==> src/rtl/sdram_cmd_tracker.sv <==
module sdram_cmd_tracker #(
  parameter int ROW_W  = 12,
  parameter int COL_W  = 8,
  parameter int AP_BIT = 8,
  parameter int BA_W   = 2,
  localparam int NB    = 1 << BA_W
) (
  input  logic                clk,
  input  logic                rst_n,
  input  logic                cs_n,
  input  logic                ras_n,
  input  logic                cas_n,
  input  logic                we_n,
  input  logic [ROW_W-1:0]    addr,
  input  logic [BA_W-1:0]     ba,
  input  logic [NB-1:0]       burst_done,
  output logic                act_o,
  output logic                rd_o,
  output logic                wr_o,
  output logic                pre_o,
  output logic                pre_all_o,
  output logic                ref_o,
  output logic                mrs_o,
  output logic                err_o,
  output logic [BA_W-1:0]     bank_o,
  output logic [ROW_W-1:0]    row_o,
  output logic [COL_W-1:0]    col_o,
  output logic [NB-1:0]       bank_open_o,
  output logic [NB-1:0]       ap_o,
  output logic [NB*ROW_W-1:0] open_row_o
);

  logic [2:0] cmd;
  logic is_act, is_rd, is_wr, is_pre, is_ref, is_mrs;
  logic cur_open, act_ok, rw_ok, bad, flag8;

  assign cmd    = {ras_n, cas_n, we_n};
  assign is_act = !cs_n && cmd == 3'b011;
  assign is_rd  = !cs_n && cmd == 3'b101;
  assign is_wr  = !cs_n && cmd == 3'b100;
  assign is_pre = !cs_n && cmd == 3'b010;
  assign is_ref = !cs_n && cmd == 3'b001;
  assign is_mrs = !cs_n && cmd == 3'b000;

  assign flag8    = addr[AP_BIT];
  assign cur_open = bank_open_o[ba];
  assign act_ok   = is_act && !cur_open;
  assign rw_ok    = (is_rd || is_wr) && cur_open;
  assign bad      = (is_act && cur_open) || ((is_rd || is_wr) && !cur_open);

  always_ff @(posedge clk) begin
    if (!rst_n) begin
      act_o     <= 1'b0;
      rd_o      <= 1'b0;
      wr_o      <= 1'b0;
      pre_o     <= 1'b0;
      pre_all_o <= 1'b0;
      ref_o     <= 1'b0;
      mrs_o     <= 1'b0;
      err_o     <= 1'b0;
      bank_o    <= '0;
      row_o     <= '0;
      col_o     <= '0;
    end else begin
      act_o     <= act_ok;
      rd_o      <= is_rd && rw_ok;
      wr_o      <= is_wr && rw_ok;
      pre_o     <= is_pre;
      pre_all_o <= is_pre && flag8;
      ref_o     <= is_ref;
      mrs_o     <= is_mrs;
      err_o     <= bad;
      if (act_ok || rw_ok || is_pre) bank_o <= ba;
      if (act_ok) row_o <= addr;
      if (rw_ok)  col_o <= addr[COL_W-1:0];
    end
  end

  for (genvar b = 0; b < NB; b++) begin : g_bank
    logic hit;
    assign hit = (ba == BA_W'(b));

    always_ff @(posedge clk) begin
      if (!rst_n) begin
        bank_open_o[b]                 <= 1'b0;
        ap_o[b]                        <= 1'b0;
        open_row_o[b*ROW_W +: ROW_W]   <= '0;
      end else if (is_pre && (flag8 || hit)) begin
        bank_open_o[b] <= 1'b0;
        ap_o[b]        <= 1'b0;
      end else if (act_ok && hit) begin
        bank_open_o[b]               <= 1'b1;
        open_row_o[b*ROW_W +: ROW_W] <= addr;
      end else if (rw_ok && hit) begin
        ap_o[b] <= ap_o[b] | flag8;
      end else if (burst_done[b] && ap_o[b]) begin
        bank_open_o[b] <= 1'b0;
        ap_o[b]        <= 1'b0;
      end
    end
  end


  one_pulse_chk: assert property (@(posedge clk) disable iff (!rst_n)
    $onehot0({act_o, rd_o, wr_o, pre_o, ref_o, mrs_o, err_o}));


  deselect_chk: assert property (@(posedge clk) disable iff (!rst_n)
    (cs_n && burst_done == '0) |=> ($stable(bank_open_o) && $stable(ap_o)
      && !act_o && !rd_o && !wr_o && !pre_o && !err_o));


  act_opens_chk: assert property (@(posedge clk) disable iff (!rst_n)
    act_o |-> bank_open_o[bank_o]);


  pre_all_chk: assert property (@(posedge clk) disable iff (!rst_n)
    pre_all_o |-> (bank_open_o == '0 && ap_o == '0 && pre_o));


  ap_subset_chk: assert property (@(posedge clk) disable iff (!rst_n)
    (ap_o & ~bank_open_o) == '0);


  err_hold_chk: assert property (@(posedge clk) disable iff (!rst_n)
    (bad && burst_done == '0) |=> (err_o && $stable(bank_open_o)
      && $stable(ap_o) && $stable(open_row_o)));

endmodule

==> config.mk <==
export PLATFORM = sky130hd
export DESIGN_NAME = sdram_cmd_tracker
export DESIGN_NICKNAME = d
export VERILOG_FILES = /design/src/rtl/sdram_cmd_tracker.sv
export SDC_FILE = /design/constraint.sdc
export NUM_CORES = 1
export LEC_CHECK = 0
export BUFFER_PORTS_ARGS = -buffer_cell sky130_fd_sc_hd__buf_2
export CORE_ASPECT_RATIO = 0.8
export CORE_MARGIN = 8
export CORE_UTILIZATION = 30
export DETAILED_ROUTE_END_ITERATION = 8
export PLACE_DENSITY = 0.53
export SLEW_MARGIN = 40
export SYNTH_ARGS = -nofsm -noshare
export SYNTH_HDL_FRONTEND = slang
export SYNTH_SLANG_ARGS = --single-unit
==> constraint.sdc <==
create_clock -name clk -period 3.15 [get_ports clk]
set_input_delay 0.4725 -clock clk [delete_from_list [all_inputs] [get_ports clk]]
set_output_delay 0.4725 -clock clk [all_outputs]
set_load 0.005 [all_outputs]
# Word level (Yosys, flattened, before mapping)
# Index checks and enable logic that the tools add are counted.
totals:
  regBits: 86
  inputBits: 24
  out_inout_bits: 86
op_classes:
  magnitude_cmp: 1
  n_eq_ne: 12
  mux: 18
  bitwise: 13
  reduce_logical: 65
op_table:
  columns: ["cell", "n"]
  rows:
  - ["$logic_and 1x1->1", 29]
  - ["$reduce_and 2->1", 12]
  - ["$mux 1", 17]
  - ["$reduce_bool 2->1", 8]
  - ["$not 1->1", 9]
  - ["$logic_or 1x1->1", 8]
  - ["$ne 2x2->1 const B", 4]
  - ["$reduce_or 2->1", 4]
  - ["$eq 3x2->1 const B", 2]
  - ["$eq 3x3->1 const B", 2]
  - ["$eq 2x2->1 const B", 2]
  - ["$or 1x1->1", 4]
  - ["$eq 3x1->1 const B", 1]
  - ["$logic_not 3->1", 1]
  - ["$lt 2x3->1 const B", 1]
  - ["$bmux 1 s2", 1]
  - ["$eq 2x1->1 const B", 1]
  - ["$logic_not 1->1", 2]
  - ["$logic_not 2->1", 1]

# Depth between registers and ports, before layout
# Gate-level depths: netlist (run 1).
depth:
  depth_word: 7
  mapped_depth: 6
  ltp_nobuf: 4

# Least setup slack after synthesis (run 1)
# Ideal clock, no wire load.
synth_timing:
  path_type: "input port to flip-flop"
  startpoint: "in ba[0]"
  endpoint: "reg row_o[0]"
  setup_time_ps: 116
  arrival_ps: 1614
  setup_slack_ps: 1420
  stages: 5
  path_buffers: 1
  path_cell_list: "mux4_2 -> nor2_8 -> buf_8 -> mux2i_1 -> nor2b_1"
synth_between:
  elab_chain_cells: 4
synth_lines:
  columns: ["item", "line", "text"]
  rows:
  - ["start: declaration", "15", "input logic [BA_W-1:0] ba,"]
  - ["$bmux 1 s2", "46", "assign cur_open = bank_open_o[ba];"]
  - ["$mux 1 (not written as such)", "46", null]
  - ["$logic_not 1->1", "47", "assign act_ok = is_act && !cur_open;"]
  - ["$logic_and 1x1->1", "47", null]
  - ["end signal: assignment", "74", "if (act_ok) row_o <= addr;"]
  - ["end: declaration", "26", "output logic [ROW_W-1:0] row_o,"]
# No other way between the ends. The select of a mux whose other input is x is not followed.
# A chain may end at the register's enable or synchronous reset.

# Worst setup path in the final report (run 1)
layout_timing:
  startpoint: "reg bank_open_o[3]"
  endpoint: "reg row_o[1]"
layout_between:
  elab_chain_cells: 4
layout_lines:
  columns: ["item", "line", "text"]
  rows:
  - ["start: declaration", "28", "output logic [NB-1:0] bank_open_o,"]
  - ["start signal: indexed assignment", "85", "bank_open_o[b] <= 1'b0;"]
  - ["start signal: indexed assignment", "89", "bank_open_o[b] <= 1'b0;"]
  - ["start signal: indexed assignment", "92", "bank_open_o[b] <= 1'b1;"]
  - ["$bmux 1 s2", "46", null]
  - ["$mux 1 (not written as such)", "46", null]
  - ["$logic_not 1->1", "47", null]
  - ["$logic_and 1x1->1", "47", null]
# No other way between the ends. The select of a mux whose other input is x is not followed.

==> results.ini, run 1 <==
[floorplan]
die_height_um=111
core.rowCount=34
ios=110
core_mm2=0.0110
die_w_um=135
dieArea_mm2=0.0150
start_util_pct=31.0

[clocking]
cts_hold_buf=0
clkLatencyLatePin_ns=0.34
clkTransAtPathRegs_ns=0.06
htree_levels=3
cts_setup_buffers=0
cts_tree=done
clk_path_buf_depth=2
clkSinkCount=86
cts_resized=0
cts_buffers=9
root_buffer=clkbuf_16

[setup_path]
reg2regPathDepth=4
cp-end-kind=flip-flop
crit_path_start_kind=flip-flop
critical_path.max_fanout=14
cp.arrival_ns=1.97
cp_slowest_cell=mux4_2
r2r-start=bank_open_o[3]$_SDFFE_PP0P_
cp.required_ns=3.38
crit_type=flip-flop to flip-flop
path_cells=mux4_2, nor2_8, mux2i_1, nor2b_1
timing.rr.end=row_o[1]$_SDFFE_PN0P_
cpPeakStageDelay_ns=0.63
regToRegSetupSlack_ns=1.41

[sta]
rsz0062_at_grt=false
tightest_slew_ns=0.720
skew_ns=0.00350
min_period_over_period_pct=55.2
slew_headroom_pct=52.0
slew_viol_final=0
fin_crit_ns=1.74
finalSetupTns_ns=0
setup_violations=0
clock.fmax_mhz=575
hold_viol_final=0

[detailed_routing]
dr.pass1.iters=4
vias=2939
wl_per_cell_um=16.5
avgViaCountPerCell=4.69
routed_wl_mm=10.3
ant_nets=0
drc=0
drtIter0Drc=111

[finish]
nFillCells=1160
drive_above_1_share_pct=29.0
final_nets=502
final_cells=627
num_antenna_cells=0
area_delta_synth_final_pct=29.3

[global_route]
grt_use_total_pct=13.6
grt_max_degree=47
grt_pass1_wl_mm=15.9
overflow=0
grt_pass1_vias=2909
antenna_found_initial=0

[min_path]
hold_depth=2
min_from=cs_n
hold_end=mrs_o$_SDFF_PN0_
hold_class=primary input to flip-flop

[synthesis]
yosysWarnings=0
post_synth.cell_area_avg_um2=9.09
syn_nets=398
synth_cell_types=32
ys_ff_latch=86
syn_inst=374
syn-cell-area_mm2=0.00340
yosysSeqAreaShare_pct=50.6

[placed_design]
port_buffers=109
place_inst=611
dpl.hpwl_mm=7.47
gp_congestion=0.740

[job]
maxCapViolCount=0

[power]
powerDensity_mw_per_mm2=534
ir_worst_vdd_mv=0.279
leakagePower_uw=0.00191

[run_status]
status=finished clean

-- report_power, final --
| part | internal [uW] | switching, uW | total, uW | leakage [uW] |
|---|---|---|---|---|
| Sequential | 1100 | 6.64 | 1110 | 0.000694 |
| Combinational | 48.3 | 75.6 | 124 | 0.00105 |
| Clock | 698 | 418 | 1120 | 0.000162 |
| Total | 1840 | 500 | 2350 | 0.00191 |
-- synthesized netlist by cell type --
cell | n | area, um2
mux4_2 | 1 | 22.5
a211oi_2 | 1 | 12.5
a21oi_1 | 9 | 45.0
nand2_4 | 1 | 11.3
and3_1 | 4 | 25.0
nand3b_1 | 1 | 7.51
mux2i_1 | 23 | 230
o2111ai_1 | 4 | 35.0
clkbuf_1 | 12 | 45.0
a21boi_0 | 42 | 315
nor3b_1 | 2 | 15.0
inv_1 | 7 | 26.3
o21ai_0 | 12 | 60.1
buf_2 | 10 | 50.1
nor2b_1 | 23 | 144
nor3_1 | 1 | 5.00
nor4b_1 | 1 | 8.76
nand2_1 | 108 | 405
buf_8 | 1 | 15.0
nor2_8 | 1 | 20.0
and4_1 | 1 | 8.76
nor4_2 | 1 | 12.5
nand4bb_1 | 1 | 11.3
nand2b_1 | 3 | 18.8
a21boi_1 | 6 | 45.0
and2_1 | 2 | 12.5
nor3_2 | 3 | 30.0
nor2_1 | 2 | 7.51
or4_1 | 1 | 7.51
or3_1 | 3 | 18.8
nor4_1 | 1 | 6.26
dfxtp_1 | 86 | 1720
-- cell families after synthesis --
kind of cell | synth area share (%)
compound gates | 15.1
buf+inv | 4.01
flops | 50.6
mux | 7.43
simple gates | 22.8
-- layer usage --
metal / share of wire [%] / wire length, um / track usage [%] / vias to the layer above
met5: 0 / 0 / 0 / -
li1: - / - / - / 1455
met1: 48 / 4920 / 17.4 / 1382
met2: 42 / 4350 / 19.9 / 97
met4: 0.50 / 52 / 2.44 / 0
met3: 9.9 / 1020 / 7.34 / 5
-- registers in the layout, indices dropped and copies added, names as in the netlist --
register	cells
bank_open_o	4
wr_o	1
col_o	8
ap_o	4
mrs_o	1
rd_o	1
open_row_o	48
err_o	1
row_o	12
pre_all_o	1
ref_o	1
pre_o	1
bank_o	2
act_o	1
-- worst max-delay path by stage --
stage,to,from,slack [ns],cells past startpoint
finish,row_o[1]$_SDFFE_PN0P_,bank_open_o[3]$_SDFFE_PP0P_,1.41,4
global route,row_o[2]$_SDFFE_PN0P_,bank_open_o[3]$_SDFFE_PP0P_,1.32,4
CTS,row_o[1]$_SDFFE_PN0P_,bank_open_o[3]$_SDFFE_PP0P_,1.40,4
detailed placement,ap_o[2]$_SDFFE_PP0P_,cs_n,1.05,6
global placement,row_o[11]$_SDFFE_PN0P_,ba[0],1.10,5
floorplan,row_o[0]$_SDFFE_PN0P_,ba[0],1.42,5
-- layout make-up --
type / count / area (um2) / share of cell area [%]
clock inverters: 3 / 40.0 / 0.911
multi-input cells: 258 / 1550 / 35.2
well taps: 144 / 180 / 4.10
clock buffers: 13 / 280 / 6.38
flip-flops and latches: 86 / 1720 / 39.2
repair buffers: 116 / 598 / 13.6
inverters: 7 / 26.3 / 0.598
-- worst max-delay path, delay by kind of cell (launching register included) --
kind	cells	cell delay [ns]
flops	1	0.39
mux	2	0.85
simple gates	2	0.38
-- per-stage QoR --
| stage | power (uW) | area [um2] | hold WS (ns) | utilization [%] | worst slack, ns |
|---|---|---|---|---|---|
| final | 2350 | 4390 | 0.356 | 40.0 | 1.41 |
| after global routing | 2430 | 4390 | 0.352 | 40.0 | 1.32 |
| after CTS | 2380 | 4390 | 0.342 | 40.0 | 1.40 |
| after detailed placement | 1250 | 4070 | 0.445 | 37.1 | 1.05 |
| after global placement | 1250 | 4070 | 0.441 | 37.1 | 1.10 |
| after floorplan | 1190 | 3400 | 0.451 | - | 1.42 |
-- layout by cell type (no fill, tap or decap), types with 3 or more instances in the layout --
master / netlist / routed
buf_2: 10 / 109
nor2b_1: 23 / 23
a21boi_0: 42 / 42
inv_1: 7 / 7
or3_1: 3 / 3
clkbuf_16: 0 / 9
a21boi_1: 6 / 6
and3_1: 4 / 4
o21ai_0: 12 / 12
buf_4: 0 / 7
clkbuf_8: 0 / 4
mux2i_1: 23 / 23
nand2b_1: 3 / 3
nand2_1: 108 / 108
a21oi_1: 9 / 9
o2111ai_1: 4 / 4
dfxtp_1: 86 / 86
Power figures use the tool's default switching activity.
==> inputs of run 2 (changes only) <==
==> constraint.sdc (replaced) <==
create_clock -name clk -period 1.74 [get_ports clk]
set_input_delay 0.261 -clock clk [delete_from_list [all_inputs] [get_ports clk]]
set_output_delay 0.261 -clock clk [all_outputs]
set_load 0.005 [all_outputs]
==> run 2 against run 1 <==
Compared with the run above:
- register-to-register slack worse by 1.3 ns
- hold slack worse by 0.21 ns
- critical endpoint is now row_o[10]$_SDFFE_PN0P_
- sequential power is 80% higher
- critical path type unchanged
- fmax is 7.8% higher
==> results.ini, run 2 (synthesis results as in run 1) <==
[detailed_routing]
dr.pass1.iters=6  ; +2
drtIter0Drc=213  ; +92%
vias=2978  ; +1.3%
wl_per_cell_um=16.2  ; -1.5%
avgViaCountPerCell=4.68  ; -0.11%
routed_wl_mm=10.3  ; -0.13%
ant_nets=0  ; unchanged
drc=0  ; unchanged

[floorplan]
ios=110  ; unchanged
dieArea_mm2=0.0150  ; unchanged
die_w_um=135  ; unchanged
start_util_pct=31.0  ; unchanged
die_height_um=111  ; unchanged
core.rowCount=34  ; unchanged
core_mm2=0.0110  ; unchanged

[setup_path]
cp_num_buf_inv=0  ; unchanged
regToRegSetupSlack_ns=0.13  ; -1.28 ns
critical_path.max_fanout=14  ; unchanged
cpPeakStageDelay_ns=0.60  ; -0.03 ns
cp.required_ns=1.97  ; -1.41 ns
cp.arrival_ns=1.84  ; -0.13 ns
cp-end-kind=flip-flop
crit_type=flip-flop to flip-flop
crit_path_start_kind=flip-flop
cp_slowest_cell=mux4_2
critPathTopFamily=multiplexers
path_cells=mux4_2, nor2_8, mux2i_1, nor2b_1

[power]
total_power_uw=4180  ; +78%
ir_worst_vdd_mv=0.468  ; +68%
powerDensity_mw_per_mm2=940  ; +76%
leakagePower_uw=0.00194  ; +1.8%

[sta]
slew_viol_final=0  ; unchanged
min_period_over_period_pct=92.7  ; +37 points
slew_headroom_pct=67.7  ; +16 points
rsz0062_at_grt=false
tightest_slew_ns=0.484  ; -0.235 ns
setup_violations=0  ; unchanged
skew_ns=0.00529  ; +0.00179 ns
hold_ws_ns=0.146  ; -0.209 ns
fin_crit_ns=1.61  ; -0.126 ns
finalSetupTns_ns=0  ; unchanged
clock.fmax_mhz=620  ; +7.8%
hold_viol_final=0  ; unchanged

[clocking]
root_buffer=clkbuf_16
cts_hold_buf=0  ; unchanged
clkSinkCount=86  ; unchanged
cts_buffers=9  ; unchanged
cts_resized=0  ; unchanged
clkTransAtPathRegs_ns=0.06  ; about the same
clkLatencyLatePin_ns=0.33  ; about the same
htree_levels=3  ; unchanged
cts_tree=done
clk_path_buf_depth=2  ; unchanged
cts_setup_buffers=0  ; unchanged

[finish]
top_regs=open_row_o: 48 flops, row_o: 12 flops, col_o: 8 flops
largest_reg_flops=48  ; unchanged
final_nets=511  ; +1.8%
drive_above_1_share_pct=29.9  ; +0.89 points
area_delta_synth_final_pct=30.9
most-common-layout-cells=buf_2 (109), nand2_1 (108), dfxtp_1 (86), a21boi_0 (42)
final_cells=636  ; +1.4%
final_common_cell=buf_2
num_antenna_cells=0  ; unchanged
final_area_mm2=0.00445  ; +1.3%
max_flop_register=open_row_o

[global_route]
grt_pass1_vias=2947  ; +1.3%
overflow=0  ; unchanged
grt_use_total_pct=13.7  ; +0.075 points
grt_max_degree=69  ; +47%
antenna_found_initial=0  ; unchanged
grt_pass1_wl_mm=16.1  ; +1.6%

[placed_design]
dpl_cell_area_mm2=0.00415  ; +2.0%
gp_congestion=0.756  ; +2.1%
port_buffers=109  ; unchanged
dpl.hpwl_mm=7.53  ; +0.83%
place_inst=620  ; +1.5%

[run_status]
status=finished clean

[job]
maxCapViolCount=0  ; unchanged

[min_path]
hold_class=primary input to flip-flop

run 2: area by class of cell:
cell class                 count  area [um2]
fill                        1153        6530
timing repair buffer         125         678
inverter                       7        26.3
clock inverter                 3        42.5
multi-input combinational    258        1540
clock buffer                  13         260
sequential                    86        1720
tap                          144         180
run 2: worst paths after layout:
path / start / depth (start not counted) / to
max: bank_open_o[3]$_SDFFE_PP0P_ / 4 / row_o[10]$_SDFFE_PN0P_
min: ras_n / 2 / mrs_o$_SDFF_PN0_
max reg2reg: bank_open_o[3]$_SDFFE_PP0P_ / 4 / row_o[10]$_SDFFE_PN0P_
min reg2reg: open_row_o[47]$_SDFFE_PN0P_ / 2 / open_row_o[47]$_SDFFE_PN0P_
run 2: worst register-to-register path, delay by kind of cell (launching register included):
kind             cells  cell delay (ns)
DFF                  1             0.31
and+or+nand+nor      2             0.36
muxes                2             0.84
run 2: stage by stage:
stage               setup WS, ns  utilization, %
floorplan                  0.140               -
global placement          0.0403            37.8
detailed placement        0.0266            37.8
CTS                        0.120            40.5
global route              0.0345            40.5
finish                     0.127            40.5
run 2: metal layers:
metal / share of wire, % / vias up / track usage [%]
li1: - / 1468 / -
met1: 49 / 1403 / 18.3
met2: 41 / 97 / 20.0
met3: 9.0 / 10 / 5.39
met4: 0.93 / 0 / 3.55
met5: 0 / - / 0
run 2: power by group:
| group | internal [uW] | switching [uW] | leakage [uW] | total [uW] |
|---|---|---|---|---|
| sequential | 1990 | 11.7 | 0.000694 | 2000 |
| clock | 1190 | 758 | 0.000146 | 1950 |
| combinational | 96.0 | 138 | 0.00110 | 234 |
| total | 3270 | 907 | 0.00194 | 4180 |
